### config.mk
export PLATFORM = sky130hd
export DESIGN_NAME = updn_reload_timer
export DESIGN_NICKNAME = d
export VERILOG_FILES = /design/src/rtl/tmr_pkg.sv /design/src/rtl/tmr_pin_sync.sv /design/src/rtl/tmr_baud_div.sv /design/src/rtl/tmr_core.sv /design/src/rtl/updn_reload_timer.sv
export SDC_FILE = /design/constraint.sdc
export NUM_CORES = 1
export LEC_CHECK = 0
export ABC_AREA = 1
export BUFFER_PORTS_ARGS = -buffer_cell sky130_fd_sc_hd__buf_4
export CORE_MARGIN = 2
export CORE_UTILIZATION = 62
export CTS_CLUSTER_DIAMETER = 100
export CTS_CLUSTER_SIZE = 25
export DETAILED_ROUTE_END_ITERATION = 10
export PLACE_DENSITY = 0.93
export REMOVE_ABC_BUFFERS = 1
export SYNTH_ARGS = -nofsm -noshare
export SYNTH_HDL_FRONTEND = slang
export SYNTH_HIERARCHICAL = 1
export SYNTH_SLANG_ARGS = --single-unit
export TNS_END_PERCENT = 100
### constraint.sdc
create_clock -name clk -period 4.2 [get_ports clk]
set_input_delay 0 -clock clk [delete_from_list [all_inputs] [get_ports clk]]
set_output_delay 0 -clock clk [all_outputs]
set_load 0.01 [all_outputs]
### src/rtl/tmr_pkg.sv
package tmr_pkg;
    typedef enum logic [1:0] {
        MODE_RELOAD  = 2'd0,
        MODE_UPDOWN  = 2'd1,
        MODE_CAPTURE = 2'd2,
        MODE_BAUD    = 2'd3
    } tmr_mode_e;

    // Baud selection wins over capture, capture over up/down.
    function automatic tmr_mode_e pick_mode(input logic rx, input logic tx,
                                            input logic cap, input logic dn);
        if (rx || tx)
            return MODE_BAUD;
        else if (cap)
            return MODE_CAPTURE;
        else if (dn)
            return MODE_UPDOWN;
        return MODE_RELOAD;
    endfunction
endpackage

### src/rtl/tmr_pin_sync.sv
module tmr_pin_sync #(
    parameter int STAGES = 2
) (
    input  logic clk,
    input  logic rst_n,
    input  logic pin,
    output logic level,
    output logic fall
);
    typedef struct packed {
        logic [STAGES-1:0] sh;
        logic              prev;
    } sync_t;

    sync_t s_d, s_q;

    always_comb begin
        s_d      = s_q;
        s_d.sh   = {s_q.sh[STAGES-2:0], pin};
        s_d.prev = s_q.sh[STAGES-1];
    end

    always_ff @(posedge clk or negedge rst_n) begin
        if (!rst_n)
            s_q <= '0;
        else
            s_q <= s_d;
    end

    assign level = s_q.sh[STAGES-1];
    assign fall  = s_q.prev & ~s_q.sh[STAGES-1];
endmodule

### src/rtl/tmr_baud_div.sv
module tmr_baud_div #(
    parameter int DIV = 16
) (
    input  logic clk,
    input  logic rst_n,
    input  logic baud_on,
    input  logic wrap,
    input  logic rx_sel,
    input  logic tx_sel,
    output logic rx_tick,
    output logic tx_tick
);
    localparam int CW = (DIV > 1) ? $clog2(DIV) : 1;
    localparam logic [CW-1:0] LAST = CW'(DIV - 1);

    typedef struct packed {
        logic [CW-1:0] cnt;
        logic          rx;
        logic          tx;
    } div_t;

    div_t s_d, s_q;
    logic fire;

    always_comb begin
        s_d  = s_q;
        fire = baud_on && wrap && (s_q.cnt == LAST);
        if (!baud_on)
            s_d.cnt = '0;
        else if (wrap)
            s_d.cnt = (s_q.cnt == LAST) ? '0 : s_q.cnt + 1'b1;
        s_d.rx = fire && rx_sel;
        s_d.tx = fire && tx_sel;
    end

    always_ff @(posedge clk or negedge rst_n) begin
        if (!rst_n)
            s_q <= '0;
        else
            s_q <= s_d;
    end

    assign rx_tick = s_q.rx;
    assign tx_tick = s_q.tx;
endmodule

### src/rtl/tmr_core.sv
module tmr_core
    import tmr_pkg::*;
#(
    parameter int W = 16
) (
    input  logic         clk,
    input  logic         rst_n,
    input  logic         step,
    input  tmr_mode_e    mode,
    input  logic         trig_lvl,
    input  logic         trig_fall,
    input  logic         ext_en,
    input  logic         clk_out_en,
    input  logic [W-1:0] wr_data,
    input  logic         cnt_wr,
    input  logic         rld_wr,
    input  logic         ovf_clr,
    input  logic         ext_clr,
    output logic [W-1:0] cnt,
    output logic [W-1:0] rld,
    output logic         ovf,
    output logic         ext,
    output logic         clko,
    output logic         wrap
);
    localparam logic [W-1:0] TOP = '1;

    typedef struct packed {
        logic [W-1:0] cnt;
        logic [W-1:0] rld;
        logic         ovf;
        logic         ext;
        logic         clko;
    } core_t;

    core_t s_d, s_q;
    logic  go_down, up_hit, dn_hit, ext_hit, cap_now;

    always_comb begin
        s_d     = s_q;
        wrap    = 1'b0;
        go_down = (mode == MODE_UPDOWN) && !trig_lvl;
        up_hit  = (s_q.cnt == TOP);
        dn_hit  = (s_q.cnt == s_q.rld);
        ext_hit = trig_fall && ext_en;
        cap_now = ext_hit && (mode == MODE_CAPTURE);

        if (step) begin
            if (go_down) begin
                wrap      = dn_hit;
                s_d.cnt   = dn_hit ? TOP : s_q.cnt - 1'b1;
            end else begin
                wrap      = up_hit;
                if (!up_hit)
                    s_d.cnt = s_q.cnt + 1'b1;
                else if (mode == MODE_CAPTURE)
                    s_d.cnt = '0;
                else
                    s_d.cnt = s_q.rld;
            end
        end

        s_d.ovf = ovf_clr ? 1'b0 : s_q.ovf;
        s_d.ext = ext_clr ? 1'b0 : s_q.ext;

        if (ext_hit) begin
            case (mode)
                MODE_RELOAD: begin
                    s_d.cnt = s_q.rld;
                    s_d.ext = 1'b1;
                end
                MODE_CAPTURE: begin
                    s_d.rld = s_q.cnt;
                    s_d.ext = 1'b1;
                end
                MODE_BAUD:   s_d.ext = 1'b1;
                default:     ;
            endcase
        end

        if (cnt_wr) begin
            s_d.cnt = wr_data;
            wrap    = 1'b0;
        end

        if (wrap) begin
            if (mode != MODE_BAUD)
                s_d.ovf = 1'b1;
            if (mode == MODE_UPDOWN)
                s_d.ext = ~s_d.ext;
            if (clk_out_en)
                s_d.clko = ~s_q.clko;
        end

        if (rld_wr && !cap_now)
            s_d.rld = wr_data;
    end

    always_ff @(posedge clk or negedge rst_n) begin
        if (!rst_n)
            s_q <= '0;
        else
            s_q <= s_d;
    end

    assign cnt  = s_q.cnt;
    assign rld  = s_q.rld;
    assign ovf  = s_q.ovf;
    assign ext  = s_q.ext;
    assign clko = s_q.clko;
endmodule

### src/rtl/updn_reload_timer.sv
module updn_reload_timer
    import tmr_pkg::*;
#(
    parameter int W           = 16,
    parameter int BAUD_DIV    = 16,
    parameter int SYNC_STAGES = 2
) (
    input  logic         clk,
    input  logic         rst_n,
    input  logic         run,
    input  logic         src_pin_sel,
    input  logic         cnt_pin,
    input  logic         trig_pin,
    input  logic         ext_en,
    input  logic         cap_mode,
    input  logic         down_en,
    input  logic         rx_sel,
    input  logic         tx_sel,
    input  logic         clk_out_en,
    input  logic [W-1:0] wr_data,
    input  logic         cnt_wr,
    input  logic         rld_wr,
    input  logic         ovf_clr,
    input  logic         ext_clr,
    output logic [W-1:0] cnt_val,
    output logic [W-1:0] rld_val,
    output logic         ovf_flag,
    output logic         ext_flag,
    output logic         rx_tick,
    output logic         tx_tick,
    output logic         clk_out
);
    tmr_mode_e mode;
    logic      trig_lvl_w, trig_fall_w, cpin_lvl_w, cpin_fall_w;
    logic      step_w, wrap_w, baud_on;

    assign mode    = pick_mode(rx_sel, tx_sel, cap_mode, down_en);
    assign baud_on = (mode == MODE_BAUD);
    assign step_w  = run && (baud_on || !src_pin_sel || cpin_fall_w);

    tmr_pin_sync #(.STAGES(SYNC_STAGES)) u_trig_sync (
        .clk   (clk),
        .rst_n (rst_n),
        .pin   (trig_pin),
        .level (trig_lvl_w),
        .fall  (trig_fall_w)
    );

    tmr_pin_sync #(.STAGES(SYNC_STAGES)) u_cnt_sync (
        .clk   (clk),
        .rst_n (rst_n),
        .pin   (cnt_pin),
        .level (cpin_lvl_w),
        .fall  (cpin_fall_w)
    );

    tmr_core #(.W(W)) u_core (
        .clk        (clk),
        .rst_n      (rst_n),
        .step       (step_w),
        .mode       (mode),
        .trig_lvl   (trig_lvl_w),
        .trig_fall  (trig_fall_w),
        .ext_en     (ext_en),
        .clk_out_en (clk_out_en),
        .wr_data    (wr_data),
        .cnt_wr     (cnt_wr),
        .rld_wr     (rld_wr),
        .ovf_clr    (ovf_clr),
        .ext_clr    (ext_clr),
        .cnt        (cnt_val),
        .rld        (rld_val),
        .ovf        (ovf_flag),
        .ext        (ext_flag),
        .clko       (clk_out),
        .wrap       (wrap_w)
    );

    tmr_baud_div #(.DIV(BAUD_DIV)) u_baud (
        .clk     (clk),
        .rst_n   (rst_n),
        .baud_on (baud_on),
        .wrap    (wrap_w),
        .rx_sel  (rx_sel),
        .tx_sel  (tx_sel),
        .rx_tick (rx_tick),
        .tx_tick (tx_tick)
    );

    // The count pin's settled level is not needed beyond its edge.
    logic unused_lvl;
    assign unused_lvl = cpin_lvl_w;
endmodule

==> metrics.log <==
[metrics] DRC errors left: 0
[metrics] PwrDens: 285 mW/mm2
[metrics] initial antenna violation count: 0
[metrics] horizontal extent of the die: 83.5 um
[metrics] number of flip-flops and latches in the synthesized netlist: 47
[metrics] sum of negative setup slack: 0 ns
[metrics] Syn Area/Cell: 6.23 um2
[metrics] area used by multi-input combinational logic: 0.00221 mm2
[metrics] library cell with the largest summed area after synthesis: sky130_fd_sc_hd__dfrtp_1
[metrics] cell area after technology mapping: 0.00392 mm2
[metrics] Maximum Capacitance Violations: 0
[metrics] detailed-placement wirelength estimate: 8.05 mm
[metrics] P_leak: 2.48 nW
[metrics] GPL Wtd Cong: 0.978
[metrics] CTS sink cnt: 47
[metrics] H-Tree Level Count: 2
[metrics] finished layout cell area: 0.00467 mm2
[metrics] I/O pin count: 69
[metrics] final clock skew: 0.00861 ns
[metrics] final number of hold-violating endpoints: 0
[metrics] clock buffer depth: 2
[metrics] CTS Buf Count: 5
[metrics] post-synth top area share: 30.0%
[metrics] layout cell share with drive strength beyond 1: 15.5%
[metrics] unrepaired setup endpoints after global routing: no
[metrics] number of cell rows: 28
[metrics] average wire per standard cell: 15.6 um
[metrics] commonest non-fill, non-tap cell in the layout: sky130_fd_sc_hd__nand2_1
[metrics] Skew-Pair Late Insertion Delay: 0.31 ns
[metrics] Max-Slew Margin vs Limit: 51.4%
[metrics] R2R Setup Slk: 1.69 ns
[metrics] Worst R2R Start: u_core/cnt[0]
[metrics] Area Overhead vs Synth: 19.2%
[metrics] power share of the sequential group: 42.9%
[metrics] Clock transition at path regs: 0.10 ns
[metrics] vias in the first global route: 4111
[metrics] first-pass iteration count of the detailed router: 5
[metrics] Global Route Usage Sum: 34.6%
[metrics] Post-DRT Antenna Nets: 0
[metrics] Endpoint, Worst Hold: u_core/cnt[13]
[metrics] area of all sequential standard cells: 0.00118 mm2
[metrics] capture instance of the worst register-to-register path: u_baud/s_q[5]
[metrics] final critical-path share of the clock period: 67.7%
[metrics] final period demand of the worst path: 2.84 ns
[metrics] arrival time at the worst endpoint: 3.10 ns
[metrics] Switching Power: 0.488 mW
[metrics] sum of overflow across all layers after global routing: 0
[metrics] P_int: 0.841 mW
[metrics] area of the core: 0.00603 mm2
[metrics] peak ir drop on the vdd network: 0.000202 V
[metrics] pin count of the biggest net entering global routing: 48
[metrics] path class of the lowest-slack min-delay path: input pin to flip-flop
[metrics] Max Fanout on Critical Path: 23
[metrics] PostCTS Resize Cnt: 0
[metrics] HP Start: cnt_wr
[metrics] full die area: 0.00697 mm2
[metrics] Worst Tran Pin Value: 0.728 ns
[metrics] switching portion of total power: 36.7%
[metrics] total vias in the final route: 4452
[metrics] share of total power in the clock network: 26.4%
[metrics] most frequent cells in the layout: sky130_fd_sc_hd__nand2_1, sky130_fd_sc_hd__inv_1, sky130_fd_sc_hd__nand3_1
[metrics] global-route wire length before repair: 19.6 mm
[metrics] number of cell instances on the worst register-to-register path: 15
[metrics] startpoint kind of the worst setup timing path: input pin
[metrics] ratio of routed vias to standard cells: 5.76
[metrics] hold path depth: 3
[metrics] Post-Place Cell Area: 0.00433 mm2
[metrics] clock tree from TritonCTS: done
[metrics] fraction of the yosys area taken by sequential cells: 30.0%
[metrics] required time of the critical path: 4.46 ns
[metrics] detailed router's first-iteration violation count: 425
[metrics] Final setup violation count: 0
[metrics] Buffers on Ports: 68
[metrics] top cells by area in the synthesized netlist: sky130_fd_sc_hd__dfrtp_1, sky130_fd_sc_hd__nand2_1, sky130_fd_sc_hd__nand3_1
[metrics] Yosys cell types: 32
[metrics] height of the die: 83.5 um
[metrics] critical path capture point type: flip-flop
[metrics] number of antenna cells inserted: 0
[metrics] Logic pwr share: 30.7%
[metrics] Post-Syn Instances: 628
[metrics] Initial Util: 65.0%
[metrics] number of nets at the end of the flow: 732
[metrics] FMAX: 0.352 GHz
[metrics] pins over their slew limit: 0
[metrics] WS Path Type: input pin to flip-flop
[metrics] Yosys warning count: 6
[metrics] count of fill cells added during filler insertion: 490
[metrics] wirelength, routed: 12.1 mm
[metrics] root buffer selected by CTS: sky130_fd_sc_hd__clkbuf_8
[metrics] run status: finished, final reports clean
==> power groups by stage <==
stage | combinational [mW] | clock [mW] | sequential (mW)
final | 0.409 | 0.351 | 0.570
after global routing | 0.456 | 0.375 | 0.578
after CTS | 0.401 | 0.356 | 0.568
after detailed placement | 0.383 | 0 | 0.577
after global placement | 0.374 | 0 | 0.574
after floorplan | 0.219 | 0 | 0.573
==> per-stage QoR <==
stage	hold slack [ns]	setup WS [ns]	std cells	util [%]	total power [mW]
after floorplan	-0.296	2.09	598	-	0.792
after global placement	0.0391	1.86	743	71.9	0.948
after detailed placement	0.0505	1.72	743	71.9	0.960
after CTS	0.0249	1.49	773	77.4	1.33
after global routing	0.0397	1.24	773	77.4	1.41
final	0.0295	1.36	773	77.4	1.33
==> area by class of cell <==
class | count | share of cell area, %
Inverter | 86 | 7.03
Sequential cell | 47 | 25.2
Tap cell | 75 | 2.01
Clock buffer | 5 | 1.47
Clock inverter | 3 | 0.939
Multi-Input combinational cell | 465 | 47.4
Timing Repair Buffer | 92 | 16.0
==> flip-flops by register name, summed over array words and instances, names as in the netlist <==
| register | flops |
|---|---|
| u_baud/rx_tick | 1 |
| u_baud/s_q | 4 |
| u_baud/tx_tick | 1 |
| u_cnt_sync/level | 1 |
| u_cnt_sync/s_d | 1 |
| u_cnt_sync/s_q | 1 |
| u_core/clko | 1 |
| u_core/cnt | 16 |
| u_core/ext | 1 |
| u_core/ovf | 1 |
| u_core/rld | 16 |
| u_trig_sync/level | 1 |
| u_trig_sync/s_d | 1 |
| u_trig_sync/s_q | 1 |
==> how the worst max path moves through the flow <==
stage / start / endpoint / slack [ns] / cells past startpoint
3_5_place_dp: tx_sel / u_baud/s_q[5] / 1.72 / 15
3_3_place_gp: tx_sel / u_baud/s_q[5] / 1.86 / 15
2_1_floorplan: u_cnt_sync/level / u_baud/s_q[5] / 2.09 / 13
5_1_grt: tx_sel / u_baud/s_q[5] / 1.24 / 16
6_report: tx_sel / u_baud/s_q[5] / 1.36 / 16
4_1_cts: tx_sel / u_baud/s_q[5] / 1.49 / 16
==> critical path, stage by stage <==
cell and delay, ns:
sky130_fd_sc_hd__dlygate4sd3_1 0.53, sky130_fd_sc_hd__buf_4 0.14, sky130_fd_sc_hd__nor2_2 0.17, sky130_fd_sc_hd__nand2_1 0.15
sky130_fd_sc_hd__or2_4 0.31, sky130_fd_sc_hd__nor2_4 0.46, sky130_fd_sc_hd__inv_1 0.41, sky130_fd_sc_hd__a21oi_4 0.25
sky130_fd_sc_hd__nand2_2 0.10, sky130_fd_sc_hd__inv_1 0.10, sky130_fd_sc_hd__nand2_1 0.12, sky130_fd_sc_hd__inv_1 0.11
sky130_fd_sc_hd__nand2_1 0.07, sky130_fd_sc_hd__inv_1 0.05, sky130_fd_sc_hd__nand3_1 0.06, sky130_fd_sc_hd__nand2_1 0.06
==> cells in the mapped netlist <==
| master | instances |
|---|---|
| sky130_fd_sc_hd__nand2_4 | 3 |
| sky130_fd_sc_hd__o21ai_0 | 29 |
| sky130_fd_sc_hd__clkbuf_1 | 8 |
| sky130_fd_sc_hd__o221ai_1 | 14 |
| sky130_fd_sc_hd__nand3_2 | 1 |
| sky130_fd_sc_hd__ha_1 | 3 |
| sky130_fd_sc_hd__nand2_1 | 217 |
| sky130_fd_sc_hd__nor3b_1 | 2 |
| sky130_fd_sc_hd__inv_4 | 2 |
| sky130_fd_sc_hd__buf_2 | 8 |
| sky130_fd_sc_hd__a22oi_1 | 2 |
| sky130_fd_sc_hd__buf_6 | 7 |
| sky130_fd_sc_hd__or2_4 | 1 |
| sky130_fd_sc_hd__a21oi_4 | 1 |
| sky130_fd_sc_hd__inv_1 | 80 |
| sky130_fd_sc_hd__nand3_1 | 71 |
| sky130_fd_sc_hd__o21ai_1 | 3 |
| sky130_fd_sc_hd__or2_2 | 1 |
| sky130_fd_sc_hd__nand4_1 | 5 |
| sky130_fd_sc_hd__nor2_2 | 8 |
| sky130_fd_sc_hd__xor2_1 | 10 |
| sky130_fd_sc_hd__nand2_2 | 5 |
| sky130_fd_sc_hd__and2_1 | 2 |
| sky130_fd_sc_hd__xnor2_1 | 2 |
| sky130_fd_sc_hd__buf_4 | 7 |
| sky130_fd_sc_hd__nor3_1 | 1 |
| sky130_fd_sc_hd__inv_2 | 4 |
| sky130_fd_sc_hd__nor2_1 | 55 |
| sky130_fd_sc_hd__a21oi_1 | 24 |
| sky130_fd_sc_hd__o211ai_1 | 1 |
| sky130_fd_sc_hd__nor2_4 | 4 |
| sky130_fd_sc_hd__dfrtp_1 | 47 |
==> logic make-up after synthesis <==
family | count (synthesis) | share of synthesized area, %
AO/OA/AOI/OAI | 74 | 11.3
XOR/XNOR | 12 | 2.68
adder cells (fa/ha/maj) | 3 | 0.959
buffers and inverters | 116 | 13.5
flip-flops | 47 | 30.0
AND/OR/NAND/NOR | 376 | 41.5
==> per-layer routing <==
layer  global-route usage [%]  up-vias  wire length, um
li1                         -     2111                -
met1                     45.3     2022             4970
met2                     57.5      273             5600
met3                     5.84       46             1100
met4                     13.2        0              388
met5                        0        -                0
==> timing repair <==
item                                    in CTS  in global routing
hold buffers                                22                  0
hold endpoints to repair                    84                  0
endpoints found under the setup margin       0                  0
buffers inserted                             0                  0
Note: power is estimated with default switching activity, not from simulation.
